===== src/rtl/can_tx_pkg.sv =====
package can_tx_pkg;

    localparam int NELEM     = 8;
    localparam int IDX_W     = $clog2(NELEM);
    localparam int CNT_W     = $clog2(NELEM + 1);
    localparam int ID_W      = 11;
    localparam int ADDR_W    = 16;
    localparam int MAX_BYTES = 8;
    localparam int DATA_W    = MAX_BYTES * 8;
    localparam int DLC_W     = 4;
    localparam int HDR_WORDS = 2;
    localparam logic [7:0] PAD_BYTE = 8'hCC;

    typedef struct packed {
        logic [ID_W-1:0]   id;
        logic [DLC_W-1:0]  dlc;
        logic [DATA_W-1:0] data;
    } tx_elem_t;

    typedef struct packed {
        logic [ADDR_W-1:0] start;
        logic [CNT_W-1:0]  ded;
        logic [CNT_W-1:0]  pool;
        logic              queue;
        logic [DLC_W-1:0]  field;
    } tx_cfg_t;

    function automatic logic [DLC_W-1:0] clamp_bytes(input logic [DLC_W-1:0] n);
        return (int'(n) > MAX_BYTES) ? DLC_W'(MAX_BYTES) : n;
    endfunction

    function automatic logic [ADDR_W-1:0] elem_words(input logic [DLC_W-1:0] field);
        logic [DLC_W:0] f;
        f = {1'b0, clamp_bytes(field)} + (DLC_W+1)'(3);
        return ADDR_W'(HDR_WORDS) + ADDR_W'(f >> 2);
    endfunction

endpackage


===== src/rtl/can_tx_arb.sv =====
module can_tx_arb #(
    parameter int N    = 8,
    parameter int ID_W = 11,
    localparam int IW  = $clog2(N)
) (
    input  logic [N-1:0]           cand,
    input  logic [N-1:0][ID_W-1:0] ids,
    output logic                   found,
    output logic [IW-1:0]          win
);
    logic [ID_W-1:0] best;

    // strict less-than keeps the lower index on equal identifiers
    always_comb begin
        found = 1'b0;
        win   = '0;
        best  = '1;
        for (int i = 0; i < N; i++) begin
            if (cand[i] && (!found || ids[i] < best)) begin
                found = 1'b1;
                win   = IW'(i);
                best  = ids[i];
            end
        end
    end
endmodule


===== src/rtl/can_tx_pool.sv =====
module can_tx_pool #(
    parameter int N     = 8,
    localparam int IW   = $clog2(N),
    localparam int CW   = $clog2(N + 1)
) (
    input  logic          clk,
    input  logic          rst,
    input  logic          load,
    input  logic [CW-1:0] size,
    input  logic          queue,
    input  logic [N-1:0]  free_rel,
    input  logic          push,
    input  logic          pop,
    output logic [IW-1:0] put_rel,
    output logic [IW-1:0] get_rel,
    output logic [CW-1:0] level,
    output logic          full
);
    logic [IW-1:0] put_ptr, get_ptr, first_free;
    logic          push_ok;

    function automatic logic [IW-1:0] wrap_inc(input logic [IW-1:0] p, input logic [CW-1:0] sz);
        return (CW'(p) + CW'(1) >= sz) ? '0 : p + IW'(1);
    endfunction

    always_comb begin
        first_free = '0;
        for (int i = N - 1; i >= 0; i--) begin
            if (free_rel[i]) first_free = IW'(i);
        end
    end

    assign full    = (level >= size);
    assign push_ok = push && !full;
    assign put_rel = queue ? first_free : put_ptr;
    assign get_rel = get_ptr;

    always_ff @(posedge clk) begin
        if (rst || load) begin
            put_ptr <= '0;
            get_ptr <= '0;
            level   <= '0;
        end else begin
            if (push_ok && !queue) put_ptr <= wrap_inc(put_ptr, size);
            if (pop && !queue)     get_ptr <= wrap_inc(get_ptr, size);
            case ({push_ok, pop})
                2'b10:   level <= level + CW'(1);
                2'b01:   level <= level - CW'(1);
                default: level <= level;
            endcase
        end
    end

    assert_level_bound_R7: assert property (@(posedge clk) disable iff (rst)
        level <= size);

    assert_full_refuse_R7: assert property (@(posedge clk) disable iff (rst)
        (push && full && !pop && !load) |=> $stable(level));

    assert_push_pop_level_R11: assert property (@(posedge clk) disable iff (rst)
        (push && !full && pop && !load) |=> $stable(level));
endmodule


===== src/rtl/can_tx_stream.sv =====
module can_tx_stream
    import can_tx_pkg::*;
#(
    parameter int NB   = MAX_BYTES,
    localparam int CW  = $clog2(NB + 1)
) (
    input  logic              clk,
    input  logic              rst,
    input  logic              start,
    input  logic              abort,
    input  logic [DLC_W-1:0]  start_dlc,
    input  logic [DLC_W-1:0]  field,
    input  logic [NB*8-1:0]   data,
    output logic              valid,
    output logic [7:0]        byte_out,
    output logic              last
);
    logic          active;
    logic [CW-1:0] cnt, len;
    logic [CW-1:0] fld;

    assign fld      = CW'(clamp_bytes(field));
    assign valid    = active;
    assign last     = active && (cnt == len - CW'(1));
    assign byte_out = (cnt < fld) ? data[8*int'(cnt) +: 8] : PAD_BYTE;

    always_ff @(posedge clk) begin
        if (rst) begin
            active <= 1'b0;
            cnt    <= '0;
            len    <= '0;
        end else if (start) begin
            len    <= CW'(clamp_bytes(start_dlc));
            active <= (clamp_bytes(start_dlc) != '0);
            cnt    <= '0;
        end else if (abort) begin
            active <= 1'b0;
        end else if (active) begin
            cnt <= cnt + CW'(1);
            if (cnt == len - CW'(1)) active <= 1'b0;
        end
    end

    assert_len_nonzero_R6: assert property (@(posedge clk) disable iff (rst)
        active |-> (len != '0 && cnt < len));

    assert_stream_ends_R6: assert property (@(posedge clk) disable iff (rst)
        (active && last && !start) |=> !active);
endmodule


===== src/rtl/can_tx_sched.sv =====
module can_tx_sched
    import can_tx_pkg::*;
(
    input  logic              clk,
    input  logic              rst,
    input  logic              cfg_init,
    input  logic [ADDR_W-1:0] cfg_start_addr,
    input  logic [CNT_W-1:0]  cfg_ded_num,
    input  logic [CNT_W-1:0]  cfg_pool_num,
    input  logic              cfg_queue_mode,
    input  logic [DLC_W-1:0]  cfg_field_bytes,
    input  logic              wr_ded_en,
    input  logic [IDX_W-1:0]  wr_ded_idx,
    input  logic              wr_pool_en,
    input  logic [ID_W-1:0]   wr_id,
    input  logic [DLC_W-1:0]  wr_dlc,
    input  logic [DATA_W-1:0] wr_data,
    input  logic              req_en,
    input  logic [IDX_W-1:0]  req_idx,
    input  logic              cancel_en,
    input  logic [IDX_W-1:0]  cancel_idx,
    input  logic              tx_start,
    input  logic              tx_done,
    output logic              sel_valid,
    output logic [IDX_W-1:0]  sel_idx,
    output logic [ADDR_W-1:0] sel_addr,
    output logic              byte_valid,
    output logic [7:0]        byte_data,
    output logic              byte_last,
    output logic              pool_full,
    output logic [CNT_W-1:0]  pool_level
);
    tx_cfg_t                     act, nxt_cfg;
    tx_elem_t                    ram [NELEM];
    logic [NELEM-1:0]            pending, cand, free_rel;
    logic [NELEM-1:0][ID_W-1:0]  ids;
    logic                        busy;
    logic [IDX_W-1:0]            cur_idx, put_rel, get_rel, push_abs;
    logic                        cfg_load, start_ok, done_ok, pop, cur_is_pool;
    logic                        req_ok, cancel_ok, pool_push, push_ok;
    tx_elem_t                    wr_elem;

    // ---------------- configuration capture ----------------
    always_comb begin
        nxt_cfg.start = cfg_start_addr;
        nxt_cfg.ded   = (int'(cfg_ded_num) > NELEM) ? CNT_W'(NELEM) : cfg_ded_num;
        nxt_cfg.pool  = (int'(cfg_pool_num) > NELEM - int'(nxt_cfg.ded))
                        ? CNT_W'(NELEM - int'(nxt_cfg.ded)) : cfg_pool_num;
        nxt_cfg.queue = cfg_queue_mode;
        nxt_cfg.field = clamp_bytes(cfg_field_bytes);
    end

    assign cfg_load = cfg_init && (pending == '0) && !busy;

    always_ff @(posedge clk) begin
        if (rst) begin
            act <= '{start: '0, ded: '0, pool: '0, queue: 1'b0, field: DLC_W'(MAX_BYTES)};
        end else if (cfg_load) begin
            act <= nxt_cfg;
        end
    end

    // ---------------- candidate and free masks ----------------
    always_comb begin
        for (int i = 0; i < NELEM; i++) begin
            cand[i] = pending[i] &&
                      ((i < int'(act.ded)) ||
                       ((i >= int'(act.ded)) && (i < int'(act.ded) + int'(act.pool)) &&
                        (act.queue || (i == int'(act.ded) + int'(get_rel)))));
            ids[i] = ram[i].id;
        end
        for (int r = 0; r < NELEM; r++) begin
            free_rel[r] = (r < int'(act.pool)) && (int'(act.ded) + r < NELEM) &&
                          !pending[IDX_W'(int'(act.ded) + r)];
        end
    end

    can_tx_arb #(.N(NELEM), .ID_W(ID_W)) arb_i (
        .cand  (cand),
        .ids   (ids),
        .found (sel_valid),
        .win   (sel_idx)
    );

    assign sel_addr = act.start + ADDR_W'(sel_idx) * elem_words(act.field);

    // ---------------- pool bookkeeping ----------------
    assign cur_is_pool = int'(cur_idx) >= int'(act.ded);
    assign done_ok     = tx_done && busy;
    assign pop         = done_ok && cur_is_pool;
    assign pool_push   = wr_pool_en && !cfg_init;
    assign push_ok     = pool_push && !pool_full;
    assign push_abs    = IDX_W'(int'(act.ded) + int'(put_rel));

    can_tx_pool #(.N(NELEM)) pool_i (
        .clk      (clk),
        .rst      (rst),
        .load     (cfg_load),
        .size     (act.pool),
        .queue    (act.queue),
        .free_rel (free_rel),
        .push     (pool_push),
        .pop      (pop),
        .put_rel  (put_rel),
        .get_rel  (get_rel),
        .level    (pool_level),
        .full     (pool_full)
    );

    // ---------------- host requests and armed state ----------------
    assign start_ok  = tx_start && sel_valid && !busy;
    assign req_ok    = req_en && !cfg_init && (int'(req_idx) < int'(act.ded));
    assign cancel_ok = cancel_en && (int'(cancel_idx) < int'(act.ded)) &&
                       !(busy && cancel_idx == cur_idx);

    always_ff @(posedge clk) begin
        if (rst) begin
            pending <= '0;
            busy    <= 1'b0;
            cur_idx <= '0;
        end else begin
            logic [NELEM-1:0] p;
            p = pending;
            if (done_ok)   p[cur_idx]    = 1'b0;
            if (req_ok)    p[req_idx]    = 1'b1;
            if (cancel_ok) p[cancel_idx] = 1'b0;
            if (push_ok)   p[push_abs]   = 1'b1;
            pending <= p;
            if (start_ok) begin
                busy    <= 1'b1;
                cur_idx <= sel_idx;
            end else if (done_ok) begin
                busy <= 1'b0;
            end
        end
    end

    // ---------------- element store ----------------
    assign wr_elem = '{id: wr_id, dlc: wr_dlc, data: wr_data};

    always_ff @(posedge clk) begin
        if (wr_ded_en && int'(wr_ded_idx) < int'(act.ded)) ram[wr_ded_idx] <= wr_elem;
        if (push_ok) ram[push_abs] <= wr_elem;
    end

    // ---------------- byte stream ----------------
    can_tx_stream #(.NB(MAX_BYTES)) stream_i (
        .clk       (clk),
        .rst       (rst),
        .start     (start_ok),
        .abort     (done_ok),
        .start_dlc (ram[sel_idx].dlc),
        .field     (act.field),
        .data      (ram[cur_idx].data),
        .valid     (byte_valid),
        .byte_out  (byte_data),
        .last      (byte_last)
    );

    // ---------------- assertions ----------------
    assert_sel_is_cand_R5: assert property (@(posedge clk) disable iff (rst)
        sel_valid |-> cand[sel_idx]);

    assert_done_clears_R8: assert property (@(posedge clk) disable iff (rst)
        (busy && tx_done && !req_en) |=> !pending[$past(cur_idx)]);

    assert_cfg_locked_R10: assert property (@(posedge clk) disable iff (rst)
        (pending != '0) |=> $stable(act));

    assert_stream_in_flight_R6: assert property (@(posedge clk) disable iff (rst)
        byte_valid |-> busy);

    assert_inflight_kept_R9: assert property (@(posedge clk) disable iff (rst)
        (busy && !tx_done) |=> pending[$past(cur_idx)]);
endmodule


===== config.mk =====
export PLATFORM = sky130hd
export DESIGN_NAME = can_tx_sched
export DESIGN_NICKNAME = d
export VERILOG_FILES = /design/src/rtl/can_tx_pkg.sv /design/src/rtl/can_tx_arb.sv /design/src/rtl/can_tx_pool.sv /design/src/rtl/can_tx_stream.sv /design/src/rtl/can_tx_sched.sv
export SDC_FILE = /design/constraint.sdc
export NUM_CORES = 1
export LEC_CHECK = 0
export BUFFER_PORTS_ARGS = -buffer_cell sky130_fd_sc_hd__buf_2
export CORE_ASPECT_RATIO = 1.5
export CORE_MARGIN = 2
export CORE_UTILIZATION = 62
export CTS_CLUSTER_SIZE = 20
export DETAILED_ROUTE_END_ITERATION = 6
export PLACE_DENSITY_LB_ADDON = 0.08
export SLEW_MARGIN = 5
export SYNTH_ARGS = -nofsm -noshare
export SYNTH_HDL_FRONTEND = slang
export SYNTH_SLANG_ARGS = --single-unit
export TNS_END_PERCENT = 1

===== constraint.sdc =====
create_clock -name clk -period 32.3 [get_ports clk]
set_input_delay 6.46 -clock clk [delete_from_list [all_inputs] [get_ports clk]]
set_output_delay 6.46 -clock clk [all_outputs]
set_load 0.05 [all_outputs]

==> results.md <==
* RD Place Congestion at 0.9704
* Initial antenna violation count at 12
* Rel. slew slack at 22.36%
* Critical Path Max Stage Delay at 0.70 ns
* I/O Pins at between 150 and 200
* Synth unique cells at 91
* Net Switching at 0.0005220 W
* Int Power at 0.001595 W
* Die W at about 190 µm
* Antenna Nets Post-Route at 0
* Post-synthesis xor/xnor area fraction at 1.039%
* Status: finished, final reports clean
* DRT iter0 DRCs at 1,472
* Final Skew at 0.02576 ns
* Initial core utilization at 62.44%
* Layout cells sized above 1 at 23.69%
* Worst-Skew Late Latency at 0.64 ns
* Async SR Flop Fraction at 0%
* Commonest register cell after synthesis: edfxtp_1
* Crit. End Element: primary output
* Synth Area in Compound Gates at 7.168%
* Comb power frac at 13.4%
* PwrDens at 58.83 nW/µm²
* Post-Route WL at 78.00 mm
* CTS sink cnt at 695
* Row cnt at ~100
* Clock tree buffer depth at 3
* Seq pwr share at 49.1%
* Max rail drop VDD at 54.62 µV
* Post-synth design cell area at 32,030 µm²
* Fin crit period at between 30 and 40 ns
* Endpoints failing hold at 0
* # placed instances at 2,847
* Hold-fix buffers at CTS at 0
* First-pass GRT wire length at 116.4 mm
* H-tree depth at 2
* Vias per inst at 6.439
* Drt pass-1 iters at 7
* Critical path peak fanout at 28
* Register area share after synthesis at between 60% and 70%
* Synth Area in Simple Gates at slightly below 7%
* Switching Fraction at 24.66%
* Routed len/inst at 26.26 µm
* Hpwl dp at 48.95 mm
* Max-cap violations at 0
* Critical path class: reg2out
* Worst-Margin Slew at 1.160 ns
* Vias in the first global route at 19.74k
* Final #Nets at 2,501
* Max Slew Vio Count at 0
* Mux share of post-synthesis cell area at roughly 14%
* Cell repeated most along the worst path: a21oi_1
* Commonest non-fill, non-tap cell in the layout: edfxtp_1
* Hold Path Cell Cnt at 2
* Die height at between 200 and 300 µm
* Syn nets at roughly 2.3k
* Largest family of logic cells by synthesized area: multiplexers
* Leak at 12.79 nW
* Port Buffers at 160
* CTS tree: done
* Syn Area/Cell at 15.58 µm²
* Clock-pin slew on the worst setup and hold paths at 0.07 ns
* Hold Crit Class: reg2reg
* Clock power share at ~38%
* Synth Area in Adders at under 10%
* Number of synthesized register bits at 695
* Setup TNS Final at 0 ns
* RSZ-0062 raised after global routing: false
* F_max at ~33 MHz
* Syn. warnings at 0
* Worst Reg2Reg Path Length in Cells at 97
* Overflow after GRT at 0
* Worst path required time at 25.84 ns
* CP max-delay cell: or4b_2
* Pin count of the biggest net entering global routing at 66
* Most frequent cells in the layout: edfxtp_1 (632), mux4_2 (176), buf_2 (160), nand2_1 (129), ha_1 (127)
* Final setup fails at 0
* Area Overhead vs Synth at 12.32%
* Startpoint types: flop
* Post-synth EDFFs at approximately 630
* Die area at around 54,000 µm²
* Gr usage total at 29.34%
* Synth Instances at 2,056
* Core Box Area at 51,300 µm²
* TritonCTS Buffers at between 50 and 60
* Via count at 19.12k
* Clock root buffer: clkbuf_16
* Final period util at 93.92%
* # DRC at 0
* Crit path arrival time at 23.88 ns
* Non-Filler Instances at 2,970
==> power groups by stage <==
| stage | registers, W | logic [W] | clock network [W] |
|---|---|---|---|
| final | 0.00104 | 0.000283 | 0.000794 |
| after global routing | 0.00104 | 0.000305 | 0.000836 |
| after CTS | 0.00104 | 0.000281 | 0.000805 |
| after detailed placement | 0.00106 | 0.000278 | 0 |
| after global placement | 0.00106 | 0.000272 | 0 |
| after floorplan | 0.00105 | 0.000196 | 0 |
==> sequential cells by signal, indices dropped and copies added, names as in the netlist, named ones only <==
name	flops
ram	632
busy	1
stream_i.cnt	4
pool_i.put_ptr	3
cur_idx	3
stream_i.len	4
pending	8
stream_i.valid	1
pool_i.level	4
act	29
pool_i.get_rel	3
==> metrics by stage <==
| step | power [W] | worst slack (ns) | instance area, µm² | hold WS [ns] | utilization (%) |
|---|---|---|---|---|---|
| global route | 0.002183 | 0.06871 | 35980 | 0.4797 | 70.13 |
| global placement | 0.001328 | 2.411 | 33710 | 0.4488 | 65.71 |
| floorplan | 0.001248 | 3.415 | 32030 | 0.4363 | - |
| detailed placement | 0.001337 | 1.592 | 33710 | 0.4476 | 65.71 |
| CTS | 0.002126 | 0.8530 | 35900 | 0.4568 | 69.98 |
| finish | 0.002117 | 1.965 | 35980 | 0.4566 | 70.13 |
==> worst max-delay path: cells and delay by family, from the launching register on <==
kind / cells / cell delay (ns)
AO/OA/AOI/OAI: 46 / 9.98
adder cells (fa/ha/maj): 12 / 3.98
buffers and inverters: 9 / 1.01
multiplexers: 4 / 1.24
AND/OR/NAND/NOR: 32 / 6.21
flip-flops: 1 / 0.61
XOR/XNOR: 1 / 0.15
==> final timing paths <==
| kind | endpoint | slack [ns] | from |
|---|---|---|---|
| max reg2reg | stream_i.valid | 11.20 | act[5] |
| min reg2reg | act[17] | 0.46 | act[17] |
| max | sel_addr[15] | 1.96 | act[5] |
| min | act[17] | 0.46 | act[17] |
==> what timing repair did <==
| item | CTS | global route |
|---|---|---|
| hold endpoints to repair | 0 | 0 |
| setup buffers | 0 | 5 |
| resized for setup | 0 | 7 |
| setup endpoints to repair | 0 | 14 |
==> synth_stat cells (5+ instances only) <==
library cell | instances | area share [%]
edfxtp_1 | 632 | 59
mux4_2 | 176 | 12
nand2_1 | 130 | 1.5
ha_1 | 127 | 5.0
a21oi_1 | 104 | 1.6
inv_1 | 104 | 1.2
nor2_1 | 99 | 1.2
dfxtp_1 | 63 | 3.9
o21ai_0 | 62 | 0.97
clkbuf_1 | 56 | 0.66
nand3_1 | 35 | 0.55
a21o_1 | 32 | 0.75
nand2b_1 | 32 | 0.62
mux2i_1 | 25 | 0.78
nor3_1 | 23 | 0.36
xnor2_1 | 23 | 0.63
nor2b_1 | 20 | 0.39
mux2_2 | 19 | 0.67
nand4_1 | 19 | 0.37
a211oi_1 | 16 | 0.38
buf_1 | 15 | 0.18
xor2_1 | 15 | 0.41
and3_1 | 13 | 0.25
o211ai_1 | 13 | 0.30
o31ai_1 | 13 | 0.30
fa_1 | 11 | 0.69
a31oi_1 | 10 | 0.20
and2_1 | 10 | 0.20
a31o_2 | 8 | 0.22
o21bai_1 | 8 | 0.19
or2_2 | 7 | 0.14
or3_1 | 7 | 0.14
a22oi_1 | 6 | 0.14
nand3b_1 | 6 | 0.14
nor4_1 | 6 | 0.12
o21a_1 | 6 | 0.14
a211o_1 | 5 | 0.14
and4_1 | 5 | 0.14
nor3b_1 | 5 | 0.12
o221ai_1 | 5 | 0.14
==> final cells by class <==
class	instances	area [µm²]
clock inverter	43	634.4
antenna	6	15.01
timing repair buffer	194	1056
tap	676	845.8
inverter	106	404.1
multi-input combinational	1181	11220
sequential	695	20250
fill	3409	15320
clock buffer	69	1555
==> cell families after synthesis <==
| kind of cell | Yosys count |
|---|---|
| AND/OR/NAND/NOR | 437 |
| AO/OA/AOI/OAI | 344 |
| adder cells (fa/ha/maj) | 138 |
| other | 1 |
| flip-flops | 695 |
| multiplexers | 223 |
| buffers and inverters | 180 |
| XOR/XNOR | 38 |
==> per-layer routing <==
metal	vias to the layer above	part of all wire [%]	global-route usage [%]
li1	8483	-	-
met1	9636	35	33.16
met2	788	55	55.09
met3	206	5.9	4.280
met4	10	4.8	12.78
met5	-	0.071	0
No activity file was read; power rests on OpenSTA's default activity.
